[src/rtl/tone_div_pkg.sv]
package tone_div_pkg;

    localparam int unsigned TD_CNT_W_DEF   = 8;
    localparam int unsigned TD_PRE_DIV_DEF = 64;

    typedef enum logic {
        SRC_FULL = 1'b0,
        SRC_DIV  = 1'b1
    } clk_src_e;

endpackage

[src/rtl/tone_ctrl_regs.sv]
module tone_ctrl_regs
    import tone_div_pkg::*;
#(
    parameter int unsigned CNT_W = TD_CNT_W_DEF,
    localparam int unsigned NIB_W = CNT_W / 2
) (
    input  logic             clk,
    input  logic             rst_n,
    input  logic             lo_wr_i,
    input  logic             hi_wr_i,
    input  logic [NIB_W-1:0] nib_i,
    input  logic             mode_wr_i,
    input  logic             mode_src_i,
    input  logic             mode_run_i,
    output logic [CNT_W-1:0] reload_o,
    output clk_src_e         src_o,
    output logic             run_o,
    output logic             arm_o
);

    typedef struct packed {
        logic [CNT_W-1:0] reload;
        clk_src_e         src;
        logic             run;
    } ctrl_t;

    ctrl_t ctl_d, ctl_q;
    logic  nib_any;

    always_comb begin
        ctl_d   = ctl_q;
        nib_any = lo_wr_i | hi_wr_i;
        if (lo_wr_i) begin
            ctl_d.reload[NIB_W-1:0] = nib_i;
        end
        if (hi_wr_i) begin
            ctl_d.reload[CNT_W-1:NIB_W] = nib_i;
        end
        if (mode_wr_i) begin
            ctl_d.src = clk_src_e'(mode_src_i);
            ctl_d.run = mode_run_i;
        end
        // a buffer write always halts counting, even against a mode write
        if (nib_any) begin
            ctl_d.run = 1'b0;
        end
    end

    always_ff @(posedge clk) begin
        if (!rst_n) begin
            ctl_q <= '{reload: '0, src: SRC_FULL, run: 1'b0};
        end else begin
            ctl_q <= ctl_d;
        end
    end

    assign reload_o = ctl_q.reload;
    assign src_o    = ctl_q.src;
    assign run_o    = ctl_q.run;
    assign arm_o    = ctl_d.run & ~ctl_q.run;

    AST_NIBBLE_HALTS: assert property (@(posedge clk) disable iff (!rst_n)
        (lo_wr_i || hi_wr_i) |=> !run_o);

    AST_MODE_CAPTURE: assert property (@(posedge clk) disable iff (!rst_n)
        (mode_wr_i && !lo_wr_i && !hi_wr_i) |=> (run_o == $past(mode_run_i)));

    AST_HI_HALF_WRITE: assert property (@(posedge clk) disable iff (!rst_n)
        hi_wr_i |=> (reload_o[CNT_W-1:NIB_W] == $past(nib_i)));

    AST_LO_KEEPS_HI: assert property (@(posedge clk) disable iff (!rst_n)
        (lo_wr_i && !hi_wr_i) |=> $stable(reload_o[CNT_W-1:NIB_W]));

endmodule

[src/rtl/tone_prescaler.sv]
module tone_prescaler
    import tone_div_pkg::*;
#(
    parameter int unsigned PRE_DIV = TD_PRE_DIV_DEF
) (
    input  logic     clk,
    input  logic     rst_n,
    input  clk_src_e src_i,
    output logic     tick_o
);

    generate
        if (PRE_DIV > 1) begin : g_div
            localparam int unsigned PRE_W = $clog2(PRE_DIV);
            localparam logic [PRE_W-1:0] PRE_LAST = PRE_W'(PRE_DIV - 1);

            typedef struct packed {
                logic [PRE_W-1:0] phase;
            } pre_t;

            pre_t pre_d, pre_q;
            logic wrap;

            always_comb begin
                pre_d = pre_q;
                wrap  = (pre_q.phase == PRE_LAST);
                pre_d.phase = wrap ? '0 : pre_q.phase + 1'b1;
            end

            always_ff @(posedge clk) begin
                if (!rst_n) begin
                    pre_q <= '0;
                end else begin
                    pre_q <= pre_d;
                end
            end

            assign tick_o = (src_i == SRC_FULL) ? 1'b1 : wrap;

            AST_DIV_TICK_SPACED: assert property (@(posedge clk) disable iff (!rst_n)
                (src_i == SRC_DIV && tick_o) |=> !(src_i == SRC_DIV && tick_o));
        end else begin : g_nodiv
            logic unused_in;
            assign unused_in = clk ^ rst_n ^ src_i;
            assign tick_o    = 1'b1;
        end
    endgenerate

endmodule

[src/rtl/tone_count_core.sv]
module tone_count_core
    import tone_div_pkg::*;
#(
    parameter int unsigned CNT_W = TD_CNT_W_DEF
) (
    input  logic             clk,
    input  logic             rst_n,
    input  logic             run_i,
    input  logic             arm_i,
    input  logic             tick_i,
    input  logic [CNT_W-1:0] reload_i,
    output logic             fout_o,
    output logic             uflow_o
);

    typedef struct packed {
        logic [CNT_W-1:0] cnt;
        logic             fout;
        logic             uflow;
    } core_t;

    core_t cor_d, cor_q;
    logic  at_zero;

    always_comb begin
        cor_d       = cor_q;
        cor_d.uflow = 1'b0;
        at_zero     = (cor_q.cnt == '0);
        if (arm_i) begin
            cor_d.cnt = reload_i;
        end else if (run_i && tick_i) begin
            if (at_zero) begin
                cor_d.cnt   = reload_i;
                cor_d.uflow = 1'b1;
                cor_d.fout  = ~cor_q.fout;
            end else begin
                cor_d.cnt = cor_q.cnt - 1'b1;
            end
        end
    end

    always_ff @(posedge clk) begin
        if (!rst_n) begin
            cor_q <= '0;
        end else begin
            cor_q <= cor_d;
        end
    end

    assign fout_o  = cor_q.fout;
    assign uflow_o = cor_q.uflow;

    AST_ARM_LOADS: assert property (@(posedge clk) disable iff (!rst_n)
        arm_i |=> (cor_q.cnt == $past(reload_i)));

    AST_RELOAD_ON_UFLOW: assert property (@(posedge clk) disable iff (!rst_n)
        uflow_o |-> (cor_q.cnt == $past(reload_i)));

    AST_FOUT_WITH_UFLOW: assert property (@(posedge clk) disable iff (!rst_n)
        (fout_o != $past(fout_o)) |-> uflow_o);

    AST_UFLOW_FLIPS_FOUT: assert property (@(posedge clk) disable iff (!rst_n)
        uflow_o |-> (fout_o != $past(fout_o)));

    AST_STEP_DOWN: assert property (@(posedge clk) disable iff (!rst_n)
        (run_i && tick_i && !arm_i && cor_q.cnt != '0) |=> (cor_q.cnt == $past(cor_q.cnt) - 1'b1));

    AST_HALT_HOLDS: assert property (@(posedge clk) disable iff (!rst_n)
        (!run_i && !arm_i) |=> ($stable(cor_q.cnt) && !uflow_o));

endmodule

[src/rtl/tone_divider.sv]
module tone_divider
    import tone_div_pkg::*;
#(
    parameter int unsigned CNT_W   = TD_CNT_W_DEF,
    parameter int unsigned PRE_DIV = TD_PRE_DIV_DEF,
    localparam int unsigned NIB_W  = CNT_W / 2
) (
    input  logic             clk,
    input  logic             rst_n,
    input  logic             lo_wr,
    input  logic             hi_wr,
    input  logic [NIB_W-1:0] nib_data,
    input  logic             mode_wr,
    input  logic             mode_src,
    input  logic             mode_run,
    output logic             freq_out,
    output logic             uflow_pulse
);

    logic [CNT_W-1:0] reload_w;
    clk_src_e         src_w;
    logic             run_w;
    logic             arm_w;
    logic             tick_w;

    tone_ctrl_regs #(.CNT_W(CNT_W)) u_ctrl (
        .clk        (clk),
        .rst_n      (rst_n),
        .lo_wr_i    (lo_wr),
        .hi_wr_i    (hi_wr),
        .nib_i      (nib_data),
        .mode_wr_i  (mode_wr),
        .mode_src_i (mode_src),
        .mode_run_i (mode_run),
        .reload_o   (reload_w),
        .src_o      (src_w),
        .run_o      (run_w),
        .arm_o      (arm_w)
    );

    tone_prescaler #(.PRE_DIV(PRE_DIV)) u_pre (
        .clk    (clk),
        .rst_n  (rst_n),
        .src_i  (src_w),
        .tick_o (tick_w)
    );

    tone_count_core #(.CNT_W(CNT_W)) u_core (
        .clk      (clk),
        .rst_n    (rst_n),
        .run_i    (run_w),
        .arm_i    (arm_w),
        .tick_i   (tick_w),
        .reload_i (reload_w),
        .fout_o   (freq_out),
        .uflow_o  (uflow_pulse)
    );

endmodule

[config.mk]
export PLATFORM = sky130hd
export DESIGN_NAME = tone_divider
export DESIGN_NICKNAME = d
export VERILOG_FILES = /design/src/rtl/tone_div_pkg.sv /design/src/rtl/tone_ctrl_regs.sv /design/src/rtl/tone_prescaler.sv /design/src/rtl/tone_count_core.sv /design/src/rtl/tone_divider.sv
export SDC_FILE = /design/constraint.sdc
export NUM_CORES = 1
export LEC_CHECK = 0
export BUFFER_PORTS_ARGS = -buffer_cell sky130_fd_sc_hd__buf_2
export CORE_ASPECT_RATIO = 0.75
export CORE_MARGIN = 2
export CORE_UTILIZATION = 55
export DETAILED_ROUTE_END_ITERATION = 8
export GPL_TIMING_DRIVEN = 0
export PLACE_DENSITY = 0.76
export SLEW_MARGIN = 5
export SYNTH_ARGS = -nofsm -noshare
export SYNTH_HDL_FRONTEND = slang
export SYNTH_HIERARCHICAL = 1
export SYNTH_SLANG_ARGS = --single-unit
[constraint.sdc]
create_clock -name clk -period 5.18 [get_ports clk]
set_input_delay 0.259 -clock clk [delete_from_list [all_inputs] [get_ports clk]]
set_output_delay 0.259 -clock clk [all_outputs]
set_load 0.05 [all_outputs]
Word-level counts from Yosys, hierarchy flattened. Index checks and enable logic that the tools add are counted.

Bits in registers: 26. Latch bits: 0. Bits in writable memories: 0. Bits in read-only memories: 0. Input bits: 11. Memories: 0.

Add/subtract/negate cells: 2. Multipliers: 0. Div/mod/pow operators: 0. $lt $le $gt $ge: 0. Eq/ne operators: 1. Shift-type cells: 0. Muxes and demuxes: 7. Bitwise logic cells: 7. Reduce and logical (&&, ||, !) cells: 6.

Operator list (count): two-way mux 8 bit (2); two-way mux 10 bit (1); zero test 8 bit (1); subtractor 8 x 1 -> 8 bit (second input constant) (1); adder 6 x 1 -> 6 bit (second input constant) (1); == test 6 bit (second input constant) (1); inverter 1 bit (5); two-way mux 1 bit (3); AND reduction 3 bit (1); OR reduction 3 bit (1); two-way mux 2 bit (1); nonzero test 2 bit (1); OR reduction 2 bit (1); bitwise AND 1 bit (1); logical AND 1 bit (1); OR 1 bit (1).

Longest topological paths before layout.
Depth in word-level cells: 5. Mapped depth: 8. Gate-level depth less buffers: 7.

Modules after synthesis. Netlist, hierarchy kept.

Modules (own cells, without submodules): tone_count_core (instances 1, cells an instance 81, area each 636.9 µm², seq. area each 200.2 µm²); tone_ctrl_regs (instances 1, cells an instance 34, area each 400.4 µm², seq. area each 200.2 µm²); tone_prescaler (instances 1, cells an instance 25, area each 239.0 µm², seq. area each 120.1 µm²).

Least setup slack after synthesis. No wires, ideal clock.

Kind: register -> register. Start point: register u_pre/g_div.pre_q[0] (netlist bit). End point: register u_core/cor_q[9] (netlist bit). Setup time: 83 ps. Data arrival time: 1845 ps. Required time: 5097 ps. Slack: 3252 ps. Cell stages (with the launch flop): 9. Path buffers: 1. Path through: dfxtp_1 ha_1 nand3_1 o21ai_0 and2_0 clkbuf_1 nand2_1 or4_1 o221ai_1.

Cells in the longest elaborated chain, start to end: 4.

RTL lines: start: declaration (RTL line tone_prescaler.sv:21) `pre_t pre_d, pre_q;`; start signal: assignment (RTL line tone_prescaler.sv:34) `pre_q <= pre_d;`; == test 6 bit (RTL line tone_prescaler.sv:26) `wrap = (pre_q.phase == PRE_LAST);`; two-way mux 1 bit (RTL line tone_prescaler.sv:38) `assign tick_o = (src_i == SRC_FULL) ? 1'b1 : wrap;`; named net tick_w (RTL line tone_divider.sv:24) `logic tick_w;`; logical AND 1 bit (RTL line tone_count_core.sv:31) `end else if (run_i && tick_i) begin`; nonzero test 2 bit (no source line); end signal: assignment (RTL line tone_count_core.sv:46) `cor_q <= cor_d;`; end: declaration (RTL line tone_count_core.sv:22) `core_t cor_d, cor_q;`.

The timed path passes the listed nets, and every way through them passes these cells. A chain may end at the register's enable or synchronous reset.

Worst setup path after layout. Ends and elaborated chain as after synthesis.

==> results.sh <==
export IMPL_synth_distinct_cells=45
export IMPL_setup_viol=0
export IMPL_startpoint="u_pre/g_div.pre_q[0]"
export IMPL_critical_path_buf_inv_count=1
export IMPL_startpoint_type="register"
export IMPL_ctsHtreeMaxLevel=1
export IMPL_antenna_cells=0
export IMPL_min_period_ns=2.28
export IMPL_path_clk_slew_ns=0.14
export IMPL_cts_sink_count=26
export IMPL_grt_pass1_wl_mm=4.46
export IMPL_core_area_sq_um=2250
export IMPL_crit_arrival_ns=2.53
export IMPL_die_y_microns=45.7
export IMPL_min_path_type="in -> reg"
export IMPL_r2r_start="u_pre/g_div.pre_q[0]"
export IMPL_synth_seq_cells=26
export IMPL_antenna_found_initial=0
export IMPL_grt_usage_pct=22.1
export IMPL_syn_to_final_growth_pct=9.22
export IMPL_initial_core_util_pct=56.7
export IMPL_final_nets=168
export IMPL_crit_slowest_cell="or4_1"
export IMPL_synthesis_area_sq_um=1280
export IMPL_finalMaxSlewViolations=0
export IMPL_dp_worst_setup_slack_ns=2.87
export IMPL_postLayoutCellArea_sq_um=1390
export IMPL_via_per_inst=6.00
export IMPL_synth_fp_nets=153
export IMPL_synth_warnings=6
export IMPL_hold_buffers=0
export IMPL_gp_congestion=0.858
export IMPL_vias=1074
export IMPL_rows=15
export IMPL_grt_pass1_vias=983
export IMPL_cp_required_ns=5.44
export IMPL_slew_headroom_pct=34.6
export IMPL_cts_tree="yes"
export IMPL_peakVddDrop_v=0.000116
export IMPL_whs_ns=0.132
export IMPL_synth_compound_area_share_pct=14.3
export IMPL_skew_ns=0.00281
export IMPL_synth_mux_area_fraction_pct=8.63
export IMPL_final_setup_tns_ns=0
export IMPL_finalCritPeriodShare_pct=44.0
export IMPL_yosys_area_share_xor_xnor_pct=3.43
export IMPL_dpl_hpwl_mm=2.05
export IMPL_yosys_area_share_simple_pct=27.1
export IMPL_cts_resized=0
export IMPL_critPathTopFamily="simple AND/OR/NAND/NOR gates"
export IMPL_numPortBuffers=10
export IMPL_syn_area_per_cell_sq_um=9.12
export IMPL_netlist_instances=140
export IMPL_hold_start="hi_wr"
export IMPL_slowest_delay_ns=0.48
export IMPL_rsz0062_at_grt="false"
export IMPL_dpl_cell_area_sq_um=1360
export IMPL_cp_end_kind="register"
export IMPL_clk_latency_ns=0.32
export IMPL_cts_root_buf="clkbuf_4"
export IMPL_cts_buffer_depth=2
export IMPL_worstSetupPathType="reg -> reg"
export IMPL_synth_adder_area_share_pct=1.96
export IMPL_antenna_left=0
export IMPL_drt_iter0_drc=31
export IMPL_wl_per_cell_microns=15.1
export IMPL_postCtsSetupBuffers=0
export IMPL_grt_max_degree=15
export IMPL_drive_gt1_share_pct=16.2
export IMPL_outcome="finished clean"
export IMPL_drcViolationCount=0
export IMPL_finalWorstSetupSlack_ns=2.90
export IMPL_fill_cells=220
export IMPL_first_pass_iters=5
export IMPL_power_leakage_nw=0.564
export IMPL_crit_chain="ha_1 > nand3_1 > o21ai_0 > and2_0 > clkbuf_1 > nand2_1 > or4_1 > o221ai_1"
export IMPL_maxCapViolCount=0
export IMPL_final_util_pct=61.9
export IMPL_synth_top_family_by_area="simple AND/OR/NAND/NOR gates"
export IMPL_die_area_sq_um=2730
export IMPL_path_max_fanout=6
export IMPL_power_density_nw_per_um2=261
export IMPL_hold_viol_final=0
export IMPL_grt_overflow=0
export IMPL_ys_seq_area_share_pct=40.8
export IMPL_worst_pin_slew_ns=0.972
export IMPL_io_pins=13
export IMPL_cts_buffers_inserted=3
export IMPL_chipWidth_microns=59.6
export IMPL_finalWirelength_mm=2.69
export IMPL_fmax_mhz=439
-- final cells by class --
| cell class | count | area, sq um | area share (%) |
|---|---|---|---|
| inverter | 5 | 18.8 | 1.35 |
| tap | 25 | 31.3 | 2.24 |
| buffer | 5 | 30.0 | 2.15 |
| timing repair buffer | 10 | 50.0 | 3.59 |
| clock buffer | 4 | 36.3 | 2.60 |
| multi-input combinational | 104 | 707 | 50.7 |
| sequential | 26 | 520 | 37.3 |
-- cells by family (layout without fill, tap and decap cells) --
| kind of cell | Yosys count | after routing |
|---|---|---|
| DFF | 26 | 26 |
| buffers and inverters | 10 | 24 |
| and+or+nand+nor | 59 | 59 |
| AOI/OAI and AO/OA | 27 | 27 |
| xor gates and xnor gates | 5 | 5 |
| adders and majority gates | 2 | 2 |
| muxes | 11 | 11 |
-- per-layer routing --
layer / up-vias / routed length (microns) / track usage [%]
met4: 0 / 22 / 4.00
met2: 28 / 1210 / 35.8
met3: 4 / 141 / 5.97
met1: 505 / 1320 / 30.1
li1: 537 / - / -
met5: - / 0 / 0
-- power breakdown --
group	internal (mW)	switching, mW
clock	0.0430	0.0600
sequential	0.208	0.00689
combinational	0.0209	0.0247
total	0.272	0.0915
-- state kept, by name, indices dropped and copies added, names as in the netlist --
register and cells:
u_core/uflow_o 1, u_core/fout_o 1, u_pre/g_div.pre_q 6, u_ctrl/src_o 1, u_ctrl/run_o 1, u_core/cor_q 8, u_ctrl/reload_o 8
-- stage by stage --
step / power (mW) / std cells
2_1_floorplan: 0.251 / 140
3_3_place_gp: 0.262 / 175
3_5_place_dp: 0.264 / 175
4_1_cts: 0.364 / 179
5_1_grt: 0.379 / 179
6_report: 0.363 / 179
-- path summary, 6_finish.rpt --
kind                               end  slack, ns  depth (start not counted)
setup / recovery       u_core/cor_q[9]       2.90                          8
hold / removal            u_ctrl/run_o       0.13                          2
setup reg to reg       u_core/cor_q[9]       2.90                          8
hold reg to reg   u_pre/g_div.pre_q[0]       0.48                          1
-- placed cells by master (no fill, tap or decap), types with 2 or more instances in the layout --
master / n
dfxtp_1: 26
mux2i_1: 11
buf_2: 10
nand2_1: 10
nor2_1: 10
nor2b_1: 9
nand3_1: 7
o21ai_0: 6
nor3_1: 5
inv_1: 4
a21oi_1: 4
clkbuf_4: 3
a31oi_1: 3
xnor2_1: 3
or3_1: 3
clkbuf_1: 2
or4_1: 2
o2111ai_1: 2
nor4_2: 2
ha_1: 2
xor2_1: 2
and2_1: 2
-- worst register-to-register path, delay by kind of cell, from the launching register on --
family          cells  cell delay [ns]
simple gates        4             0.96
flops               1             0.39
compound gates      2             0.43
buf+inv             1             0.24
fa+ha+maj           1             0.19
-- Yosys cell counts --
| cell | instances | area share (%) |
|---|---|---|
| clkbuf_1 | 2 | 0.59 |
| o211ai_1 | 1 | 0.59 |
| a211oi_1 | 1 | 0.59 |
| and3_4 | 1 | 0.88 |
| nor4_2 | 2 | 2.0 |
| a21oi_2 | 1 | 0.69 |
| nand2_1 | 10 | 2.9 |
| nand3_1 | 7 | 2.7 |
| nor2_1 | 10 | 2.9 |
| nor4b_2 | 1 | 1.2 |
| or3_2 | 1 | 0.59 |
| o31a_2 | 1 | 0.78 |
| buf_6 | 1 | 0.88 |
| xnor2_1 | 3 | 2.1 |
| a31oi_1 | 3 | 1.5 |
| nor4b_1 | 1 | 0.69 |
| nor2b_1 | 9 | 4.4 |
| buf_1 | 1 | 0.29 |
| o31a_1 | 1 | 0.69 |
| mux2i_1 | 11 | 8.6 |
| xor2_1 | 2 | 1.4 |
| o21a_1 | 1 | 0.59 |
| o22a_1 | 1 | 0.69 |
| ha_1 | 2 | 2.0 |
| or4_1 | 2 | 1.2 |
| a22oi_1 | 1 | 0.59 |
| and2_0 | 1 | 0.49 |
| o21ai_1 | 1 | 0.39 |
| clkinv_1 | 1 | 0.29 |
| nand3_2 | 1 | 0.78 |
| a21oi_1 | 4 | 1.6 |
| o31ai_1 | 1 | 0.59 |
| inv_1 | 4 | 1.2 |
| and2_1 | 2 | 0.98 |
| nor4_1 | 1 | 0.49 |
| o221ai_1 | 1 | 0.69 |
| nor3_1 | 5 | 2.0 |
| or3_1 | 3 | 1.5 |
| nand2b_1 | 1 | 0.49 |
| dfxtp_1 | 26 | 41 |
| o311ai_1 | 1 | 0.69 |
| o21ai_0 | 6 | 2.4 |
| or4_4 | 1 | 0.88 |
| o2111ai_1 | 2 | 1.4 |
| buf_4 | 1 | 0.59 |
Note: power is estimated with default switching activity, not from simulation.
